$ cat config.mk
export PLATFORM = sky130hd
export DESIGN_NAME = dram_refresh_seq
export DESIGN_NICKNAME = d
export VERILOG_FILES = /design/src/rtl/dram_refresh_pkg.sv /design/src/rtl/refresh_interval.sv /design/src/rtl/sr_exit_guard.sv /design/src/rtl/refresh_fsm.sv /design/src/rtl/dram_refresh_seq.sv
export SDC_FILE = /design/constraint.sdc
export NUM_CORES = 1
export LEC_CHECK = 0
export ABC_AREA = 1
export BUFFER_PORTS_ARGS = -buffer_cell sky130_fd_sc_hd__buf_4
export CAP_MARGIN = 20
export CORE_ASPECT_RATIO = 1.2
export CORE_MARGIN = 2
export CORE_UTILIZATION = 40
export DETAILED_ROUTE_END_ITERATION = 6
export GPL_TIMING_DRIVEN = 0
export PLACE_DENSITY_LB_ADDON = 0.12
export SYNTH_ARGS = -nofsm -noshare
export SYNTH_HDL_FRONTEND = slang
export SYNTH_HIERARCHICAL = 1
export SYNTH_SLANG_ARGS = --single-unit
$ cat constraint.sdc
create_clock -name clk_i -period 7.7 [get_ports clk_i]
set_clock_uncertainty 0.05 [all_clocks]
set_input_delay 1.54 -clock clk_i [delete_from_list [all_inputs] [get_ports clk_i]]
set_output_delay 1.54 -clock clk_i [all_outputs]
set_load 0.01 [all_outputs]
$ cat src/rtl/dram_refresh_pkg.sv
package dram_refresh_pkg;
  typedef enum logic [1:0] {
    CMD_NOP  = 2'b00,
    CMD_PREA = 2'b01,
    CMD_AREF = 2'b10,
    CMD_SREF = 2'b11
  } dram_cmd_e;

  typedef enum logic [2:0] {
    ST_IDLE,
    ST_PRE_WAIT,
    ST_RFC_WAIT,
    ST_SELF,
    ST_EXIT
  } seq_state_e;
endpackage

$ cat src/rtl/refresh_interval.sv
module refresh_interval #(
  parameter int T_REFI   = 1300,
  parameter int MAX_DEBT = 8
) (
  input  logic clk_i,
  input  logic rst_ni,
  input  logic clr_i,
  input  logic dec_i,
  output logic pending_o,
  output logic urgent_o
);
  localparam int TW = $clog2(T_REFI);
  localparam int DW = $clog2(MAX_DEBT + 1);

  logic [TW-1:0] tmr_q;
  logic [DW-1:0] debt_q;
  logic          tick;

  assign tick = (tmr_q == '0);

  always_ff @(posedge clk_i or negedge rst_ni) begin
    if (!rst_ni) begin
      tmr_q  <= TW'(T_REFI - 1);
      debt_q <= '0;
    end else if (clr_i) begin
      tmr_q  <= TW'(T_REFI - 1);
      debt_q <= '0;
    end else begin
      tmr_q <= tick ? TW'(T_REFI - 1) : tmr_q - 1'b1;
      unique case ({tick, dec_i})
        2'b10:   if (debt_q != DW'(MAX_DEBT)) debt_q <= debt_q + 1'b1;
        2'b01:   if (debt_q != '0) debt_q <= debt_q - 1'b1;
        default: debt_q <= debt_q;
      endcase
    end
  end

  assign pending_o = (debt_q != '0);
  assign urgent_o  = (debt_q == DW'(MAX_DEBT));

  assert_debt_cap_R1: assert property (@(posedge clk_i) disable iff (!rst_ni)
    (urgent_o && tick && !dec_i && !clr_i) |=> urgent_o);
endmodule

$ cat src/rtl/sr_exit_guard.sv
module sr_exit_guard #(
  parameter int T_XSNR = 13,
  parameter int T_XSRD = 200
) (
  input  logic clk_i,
  input  logic rst_ni,
  input  logic enter_i,
  input  logic exit_i,
  output logic nr_expire_o,
  output logic rdy_nonread_o,
  output logic rdy_read_o
);
  localparam int NW = $clog2(T_XSNR + 1);
  localparam int RW = $clog2(T_XSRD + 1);

  logic [NW-1:0] nr_cnt_q;
  logic [RW-1:0] rd_cnt_q;
  logic          nr_run_q, rd_run_q;
  logic          nr_rdy_q, rd_rdy_q;

  always_ff @(posedge clk_i or negedge rst_ni) begin
    if (!rst_ni) begin
      nr_cnt_q <= '0;
      rd_cnt_q <= '0;
      nr_run_q <= 1'b0;
      rd_run_q <= 1'b0;
      nr_rdy_q <= 1'b1;
      rd_rdy_q <= 1'b1;
    end else if (enter_i) begin
      nr_run_q <= 1'b0;
      rd_run_q <= 1'b0;
      nr_rdy_q <= 1'b0;
      rd_rdy_q <= 1'b0;
    end else if (exit_i) begin
      nr_cnt_q <= NW'(T_XSNR - 1);
      rd_cnt_q <= RW'(T_XSRD - 1);
      nr_run_q <= 1'b1;
      rd_run_q <= 1'b1;
    end else begin
      if (nr_run_q) begin
        if (nr_cnt_q == '0) begin
          nr_run_q <= 1'b0;
          nr_rdy_q <= 1'b1;
        end else begin
          nr_cnt_q <= nr_cnt_q - 1'b1;
        end
      end
      if (rd_run_q) begin
        if (rd_cnt_q == '0) begin
          rd_run_q <= 1'b0;
          rd_rdy_q <= 1'b1;
        end else begin
          rd_cnt_q <= rd_cnt_q - 1'b1;
        end
      end
    end
  end

  assign nr_expire_o   = nr_run_q && (nr_cnt_q == '0);
  assign rdy_nonread_o = nr_rdy_q;
  assign rdy_read_o    = rd_rdy_q;

  assert_read_after_nonread_R8: assert property (@(posedge clk_i) disable iff (!rst_ni)
    rdy_read_o |-> rdy_nonread_o);
endmodule

$ cat src/rtl/refresh_fsm.sv
module refresh_fsm
  import dram_refresh_pkg::*;
#(
  parameter int T_RP  = 3,
  parameter int T_RFC = 20
) (
  input  logic      clk_i,
  input  logic      rst_ni,
  input  logic      grant_i,
  input  logic      banks_idle_i,
  input  logic      sr_req_i,
  input  logic      pending_i,
  input  logic      nr_expire_i,
  output dram_cmd_e cmd_o,
  output logic      cke_o,
  output logic      ref_req_o,
  output logic      sref_go_o,
  output logic      exit_go_o,
  output logic      aref_go_o,
  output logic      self_mode_o
);
  localparam int CMAX = (T_RP > T_RFC) ? T_RP : T_RFC;
  localparam int CW   = $clog2(CMAX + 1);

  seq_state_e    state_q, state_d;
  logic [CW-1:0] cnt_q, cnt_d;
  dram_cmd_e     cmd_q, cmd_d;
  logic          cke_q, cke_d;
  logic          tgt_sr_q, tgt_sr_d;
  logic          want;

  assign want = pending_i || sr_req_i;

  always_comb begin
    state_d   = state_q;
    cnt_d     = cnt_q;
    cmd_d     = CMD_NOP;
    cke_d     = cke_q;
    tgt_sr_d  = tgt_sr_q;
    sref_go_o = 1'b0;
    exit_go_o = 1'b0;
    aref_go_o = 1'b0;
    unique case (state_q)
      ST_IDLE: begin
        if (grant_i && want) begin
          tgt_sr_d = sr_req_i;
          if (!banks_idle_i) begin
            cmd_d   = CMD_PREA;
            cnt_d   = CW'(T_RP - 1);
            state_d = ST_PRE_WAIT;
          end else if (sr_req_i) begin
            cmd_d     = CMD_SREF;
            cke_d     = 1'b0;
            sref_go_o = 1'b1;
            state_d   = ST_SELF;
          end else begin
            cmd_d     = CMD_AREF;
            aref_go_o = 1'b1;
            cnt_d     = CW'(T_RFC - 1);
            state_d   = ST_RFC_WAIT;
          end
        end
      end
      ST_PRE_WAIT: begin
        if (cnt_q != '0) begin
          cnt_d = cnt_q - 1'b1;
        end else if (tgt_sr_q) begin
          cmd_d     = CMD_SREF;
          cke_d     = 1'b0;
          sref_go_o = 1'b1;
          state_d   = ST_SELF;
        end else begin
          cmd_d     = CMD_AREF;
          aref_go_o = 1'b1;
          cnt_d     = CW'(T_RFC - 1);
          state_d   = ST_RFC_WAIT;
        end
      end
      ST_RFC_WAIT: begin
        if (cnt_q != '0) cnt_d = cnt_q - 1'b1;
        else             state_d = ST_IDLE;
      end
      ST_SELF: begin
        if (!sr_req_i) begin
          cke_d     = 1'b1;
          exit_go_o = 1'b1;
          state_d   = ST_EXIT;
        end
      end
      ST_EXIT: begin
        // exit refresh; the interval unit is cleared in this state, so it also restarts the timer
        if (nr_expire_i) begin
          cmd_d   = CMD_AREF;
          cnt_d   = CW'(T_RFC - 1);
          state_d = ST_RFC_WAIT;
        end
      end
      default: state_d = ST_IDLE;
    endcase
  end

  always_ff @(posedge clk_i or negedge rst_ni) begin
    if (!rst_ni) begin
      state_q  <= ST_IDLE;
      cnt_q    <= '0;
      cmd_q    <= CMD_NOP;
      cke_q    <= 1'b1;
      tgt_sr_q <= 1'b0;
    end else begin
      state_q  <= state_d;
      cnt_q    <= cnt_d;
      cmd_q    <= cmd_d;
      cke_q    <= cke_d;
      tgt_sr_q <= tgt_sr_d;
    end
  end

  assign cmd_o       = cmd_q;
  assign cke_o       = cke_q;
  assign self_mode_o = (state_q == ST_SELF) || (state_q == ST_EXIT);
  assign ref_req_o   = ((state_q == ST_IDLE) && want) || (state_q == ST_PRE_WAIT)
                    || (state_q == ST_RFC_WAIT) || (state_q == ST_EXIT);

  assert_sref_cke_low_R6: assert property (@(posedge clk_i) disable iff (!rst_ni)
    (cmd_o == CMD_SREF) |-> !cke_o);
  assert_no_cmd_in_sr_R6: assert property (@(posedge clk_i) disable iff (!rst_ni)
    !cke_o |-> (cmd_o == CMD_NOP || cmd_o == CMD_SREF));
  assert_aref_gap_R5: assert property (@(posedge clk_i) disable iff (!rst_ni)
    (cmd_o == CMD_AREF) |=> (cmd_o == CMD_NOP));
  assert_cke_rise_nop_R7: assert property (@(posedge clk_i) disable iff (!rst_ni)
    $rose(cke_o) |-> (cmd_o == CMD_NOP));
endmodule

$ cat src/rtl/dram_refresh_seq.sv
module dram_refresh_seq
  import dram_refresh_pkg::*;
#(
  parameter int T_REFI   = 1300,
  parameter int MAX_DEBT = 8,
  parameter int T_RP     = 3,
  parameter int T_RFC    = 20,
  parameter int T_XSNR   = 13,
  parameter int T_XSRD   = 200
) (
  input  logic       clk_i,
  input  logic       rst_ni,
  input  logic       banks_idle_i,
  input  logic       sr_req_i,
  input  logic       grant_i,
  output logic       ref_req_o,
  output logic       ref_urgent_o,
  output logic [1:0] cmd_o,
  output logic       cke_o,
  output logic       rdy_nonread_o,
  output logic       rdy_read_o
);
  dram_cmd_e cmd;
  logic      pending, nr_expire;
  logic      sref_go, exit_go, aref_go, self_mode;

  refresh_interval #(.T_REFI(T_REFI), .MAX_DEBT(MAX_DEBT)) i_interval (
    .clk_i     (clk_i),
    .rst_ni    (rst_ni),
    .clr_i     (sref_go || self_mode),
    .dec_i     (aref_go),
    .pending_o (pending),
    .urgent_o  (ref_urgent_o)
  );

  sr_exit_guard #(.T_XSNR(T_XSNR), .T_XSRD(T_XSRD)) i_guard (
    .clk_i         (clk_i),
    .rst_ni        (rst_ni),
    .enter_i       (sref_go),
    .exit_i        (exit_go),
    .nr_expire_o   (nr_expire),
    .rdy_nonread_o (rdy_nonread_o),
    .rdy_read_o    (rdy_read_o)
  );

  refresh_fsm #(.T_RP(T_RP), .T_RFC(T_RFC)) i_fsm (
    .clk_i        (clk_i),
    .rst_ni       (rst_ni),
    .grant_i      (grant_i),
    .banks_idle_i (banks_idle_i),
    .sr_req_i     (sr_req_i),
    .pending_i    (pending),
    .nr_expire_i  (nr_expire),
    .cmd_o        (cmd),
    .cke_o        (cke_o),
    .ref_req_o    (ref_req_o),
    .sref_go_o    (sref_go),
    .exit_go_o    (exit_go),
    .aref_go_o    (aref_go),
    .self_mode_o  (self_mode)
  );

  assign cmd_o = cmd;

  assert_urgent_req_R2: assert property (@(posedge clk_i) disable iff (!rst_ni)
    ref_urgent_o |-> ref_req_o);
endmodule

# Yosys cells after proc, flatten, opt, wreduce, memory -nomap -nowiden
# Index checks and enable logic that the tools add are counted.
# totals
in_bits	5
wordCells	149
output_inout_bits	7
regBits	43
# op_classes
n_addsub	6
n_eq_ne	24
n_reduce_logical	33
n_bitwise	1
n_mux	72
# op_table
op	n
2-to-1 mux 1 bit	37
2-to-1 mux 5 bit	7
2-to-1 mux 4 bit	6
2-to-1 mux 8 bit	3
2-to-1 mux 11 bit	2
one-hot mux 5 bit (4 select lines)	1
2-to-1 mux 3 bit	6
inequality test 2 bit (second input constant)	8
one-hot mux 3 bit (5 select lines)	1
AND reduction 3 bit	5
nonzero test 2 bit	6
zero test 11 bit	1
subtractor 11 x 1 -> 11 bit (second input constant)	1
zero test 8 bit	1
2-to-1 mux 2 bit	4
inequality test 2 x 1 -> 1 bit (second input constant)	4
one-hot mux 4 bit (2 select lines)	1
nonzero test 4 bit	2
subtractor 4 x 1 -> 4 bit (second input constant)	2
subtractor 8 x 1 -> 8 bit (second input constant)	1
AND reduction 7 bit	1
equality test 3 x 2 -> 1 bit (second input constant)	2
logical OR 1 bit	6
inequality test 3 x 1 -> 1 bit (second input constant)	2
21 further kinds	26

# Logic depth before layout (Yosys ltp)
# depth
word_depth	8
ltp_mapped	16
mapped_depth_nobuf	16

# Modules after synthesis
# The synthesis kept the hierarchy.
# modules_own_cells
mod	cells_each	area_each_um2	seq_area_each_um2	instances
sr_exit_guard	128	980.9	402.9	1
refresh_interval	113	955.9	381.6	1
refresh_fsm	135	883.3	301.5	1
dram_refresh_seq	3	11.3	0.0	1

# Worst setup path after synthesis
# OpenSTA, ideal clock, no wires.
# synth_path
kind	input to output
startpoint	input port sr_req_i
endpoint	output port ref_req_o
path_buffers	0
path_stages	2
arrival_time_ps	1808
path_slack_ps	4302
t_required_ps	6110
path_cell_list	o21ai_0 -> nand4_1
# synth_between
elab_chain_cells	5
# synth_rtl
element	line_no	text
start, declared	dram_refresh_seq.sv:14	input logic sr_req_i,
logical OR 1 bit	refresh_fsm.sv:32	assign want = pending_i || sr_req_i;
logical AND 1 bit	refresh_fsm.sv:121	assign ref_req_o = ((state_q == ST_IDLE) && want) || (state_q == ST_PRE_WAIT)
logical OR 1 bit	refresh_fsm.sv:121	
logical OR 1 bit (2 in series)	refresh_fsm.sv:122	|| (state_q == ST_RFC_WAIT) || (state_q == ST_EXIT);
end, declared	dram_refresh_seq.sv:16	output logic ref_req_o,
# No other way between the ends.

# Final worst setup path
# Same ends and word-level chain as after synthesis.

==> summary.txt <==
Clock network
  • Max Buffers Root-to-Sink: 2
  • CTS Buf Count: 5
  • TritonCTS clock tree: built
  • Post-CTS sizing: 0
  • Clock root cell: clkbuf_8
  • CTS clk-pin slew, worst paths: 0.08 ns
  • Buffer count from post-CTS setup fixing: 0
  • H-tree Lvls: 2
  • Clock Latency Late Sink: 0.29 ns
  • CTS sink cnt: 43
  • Post-CTS Hold Fix Bufs: 0

Routing
  • Post-route ant nets: 0
  • Routed Wire Length: 5650 µm
  • Routed via count: 2355
  • Initial drt markers: 80
  • Routed length per instance: 11.65 µm
  • Avg Vias per Cell: 4.856
  • Number of remaining DRC errors: 0
  • Detailed-router iteration count before antenna repair: 4

Timing
  • Fmax: 263.5 MHz
  • Final Cycle Share: 49.28%
  • Fin crit period: 3.795 ns
  • Final setup viols: 0
  • Hold Vio Cnt, Final: 0
  • Slew headroom: 47.93%
  • Setup tns final: 0 ns
  • Worst-margin pin slew: 0.7729 ns
  • Final Max Slew Viols: 0
  • Unrepaired setup endpoints after global routing: no
  • Final worst slack: 3.905 ns

Global route
  • GR peak layer: met2
  • Grt met2 use: 28.17%
  • Global Route Usage Sum: 16.38%
  • Largest net degree at the start of global routing: 44
  • Met1 Usage GRT: 20.71%
  • Grt ovf: 0
  • Met3 global-route usage: 3.002%
  • Antenna violations before repair: 0
  • Vias in the first global route: 2272
  • First-pass GRT wire length: 10030 µm

Placed design
  • Dpl ws: 3.956 ns
  • I/O Buffers: 11
  • Global placement routability congestion: 0.8068
  • Dpl cell area: 0.003023 mm²
  • HPWL after DPL: 4272 µm

Synthesis
  • Asr flop ratio synth: 100.0%
  • Most frequent cell after synthesis: nand2_1
  • Ys Warns: 6
  • Sequential area share after synthesis: 38.36%
  • Library cells used by synthesis: 36
  • Yosys reg bits: 43
  • Ys flop type: dfrtp_1
  • Syn_nets: 391
  • Post-synth top cells: 95 x nand2_1, 49 x inv_1, 40 x nand3_1
  • Syn avg cell area: 7.471 µm²
  • Synth top area share: 30.93%
  • Post-synth EDFFs: 0
  • Area leader, netlist: dfrtp_1
  • Cell area after synthesis: 0.002831 mm²
  • Mapped Cells: 379
  • Synth top area cells: dfrtp_1 31%, nand2_1 13%, dfstp_2 7.4%, nand3_1 7.1%, inv_1 6.5%

Layout
  • N_diodes: 0
  • Final core occ: 45.82%
  • Layout fillers: 727
  • Synth-to-layout area growth: 10.91%
  • Final Instance Area: 0.003141 mm²
  • Share of layout cells above drive strength 1: 21.61%
  • # nets final: 409

Power and ir drop
  • Leakage power total: 1.694 nW
  • Tot Pwr: 1.160 mW
  • Peak VDD IR: 0.1669 mV
  • Pwr Density: 369.4 mW/mm²

Worst setup path
  • Crit Path Class: primary input to primary output
  • Worst path arrival time: 2.20 ns
  • Crit Path Max Fanout: 7
  • R2r setup slk: 4.86 ns
  • Critical path's top delay family: buffers and inverters
  • CP endpoint kind: primary output
  • Crit Reg-Reg Startpoint: i_fsm/cnt_q[0]
  • Worst R2R Path Depth: 15
  • CP startpoint kind: primary input
  • Crit path cell chain: buf_4 > o21ai_0 > nand4_1 > buf_4
  • CP most frequent cell: buf_4
  • R2R Path End: i_interval/debt_q[2]
  • Critical Path RT: 6.11 ns
  • Critical path origin: sr_req_i
  • CP bufs+invs: 2
  • Slowest-stage cell, CP: o21ai_0
  • Max stage delay on crit path: 0.23 ns

Job
  • Maxcap violations: 0

Min path
  • Worst hold endpoint: i_interval/tmr_q[0]
  • Hold_sp: i_interval/tmr_q[0]
  • Hold Crit Class: flip-flop to flip-flop
  • Hold path depth: 1

Die
  • Initial Util: 41.31%
  • Die X: 80.81 µm
  • Cell row count: 33
  • Ports: 12
  • Core area: 0.006854 mm²
  • Die ar.: 0.007771 mm²
  • Die Span Y: 96.17 µm

Status
  • Outcome: finished clean
worst register-to-register path: cells and delay by family (launching register included):
| family | cells | cell delay (ns) |
|---|---|---|
| xor gates and xnor gates | 1 | 0.14 |
| AOI/OAI and AO/OA | 2 | 0.67 |
| and+or+nand+nor | 6 | 0.75 |
| buffers and inverters | 4 | 0.31 |
| DFF | 1 | 0.42 |
| adders and majority gates | 2 | 0.41 |
cell usage in the layout (no fill, tap or decap), drive strengths merged:
cell type	count
nand2	111
inv	63
nor2	46
nand3	45
dfrtp	35
o21ai	22
buf	13
nand4	10
xor2	9
dfstp	8
a21oi	8
clkbuf	7
ha	7
nor3	4
clkinv	3
or2	2
bufinv	1
o21a	1
o21bai	1
nand3b	1
or3	1
cell type report:
type	instances	area [µm²]	area share, %
Buffer	3	32.53	1.036
Clock buffer	6	82.58	2.629
Clock inverter	2	35.03	1.116
Inverter	65	251.5	8.008
Multi-Input combinational cell	268	1461	46.53
Sequential cell	43	1086	34.58
Tap cell	87	108.9	3.466
Timing Repair Buffer	11	82.58	2.629
logic make-up after synthesis:
| group | synth area share, % |
|---|---|
| DFF | 38.36 |
| and+or+nand+nor | 39.11 |
| adders and majority gates | 3.093 |
| xor gates and xnor gates | 2.784 |
| buffers and inverters | 10.03 |
| AOI/OAI and AO/OA | 6.629 |
sequential cells by signal (all words and copies together), names as in the netlist:
signal,cells
i_guard/rdy_read_o,1
i_guard/rd_cnt_q,8
i_guard/rd_run_q,1
i_fsm/cnt_q,5
i_fsm/cmd_o,2
i_guard/nr_cnt_q,4
i_fsm/tgt_sr_q,1
i_fsm/state_q,3
i_guard/nr_run_q,1
i_interval/debt_q,4
i_interval/tmr_q,11
i_guard/rdy_nonread_o,1
i_fsm/cke_o,1
worst max path at each step:
| stage | endpoint | slack, ns | cells after the start |
|---|---|---|---|
| after floorplan | ref_req_o | 4.30 | 2 |
| after global placement | ref_req_o | 3.90 | 4 |
| after detailed placement | ref_req_o | 3.96 | 4 |
| after CTS | ref_req_o | 3.95 | 4 |
| after global routing | ref_req_o | 3.89 | 4 |
| final | ref_req_o | 3.91 | 4 |
report_power, final:
part	leakage (nW)	switching, mW	internal (mW)
Combinational	1.10	0.360	0.217
Clock	0.0612	0.0773	0.105
Sequential	0.537	0.0759	0.324
Total	1.69	0.514	0.647
metrics by stage:
step / hold slack [ns] / cells
6_report: 0.4108 / 485
5_1_grt: 0.4292 / 485
4_1_cts: 0.4150 / 485
3_5_place_dp: 0.3930 / 477
3_3_place_gp: 0.3868 / 477
2_1_floorplan: 0.3781 / 379
routing by layer:
layer / vias up / routed length [µm]
met1: 1092 / 2626
met4: 0 / 91
met3: 8 / 161
met5: - / 0
li1: 1230 / -
met2: 25 / 2771
(Power assumes the default switching activity.)
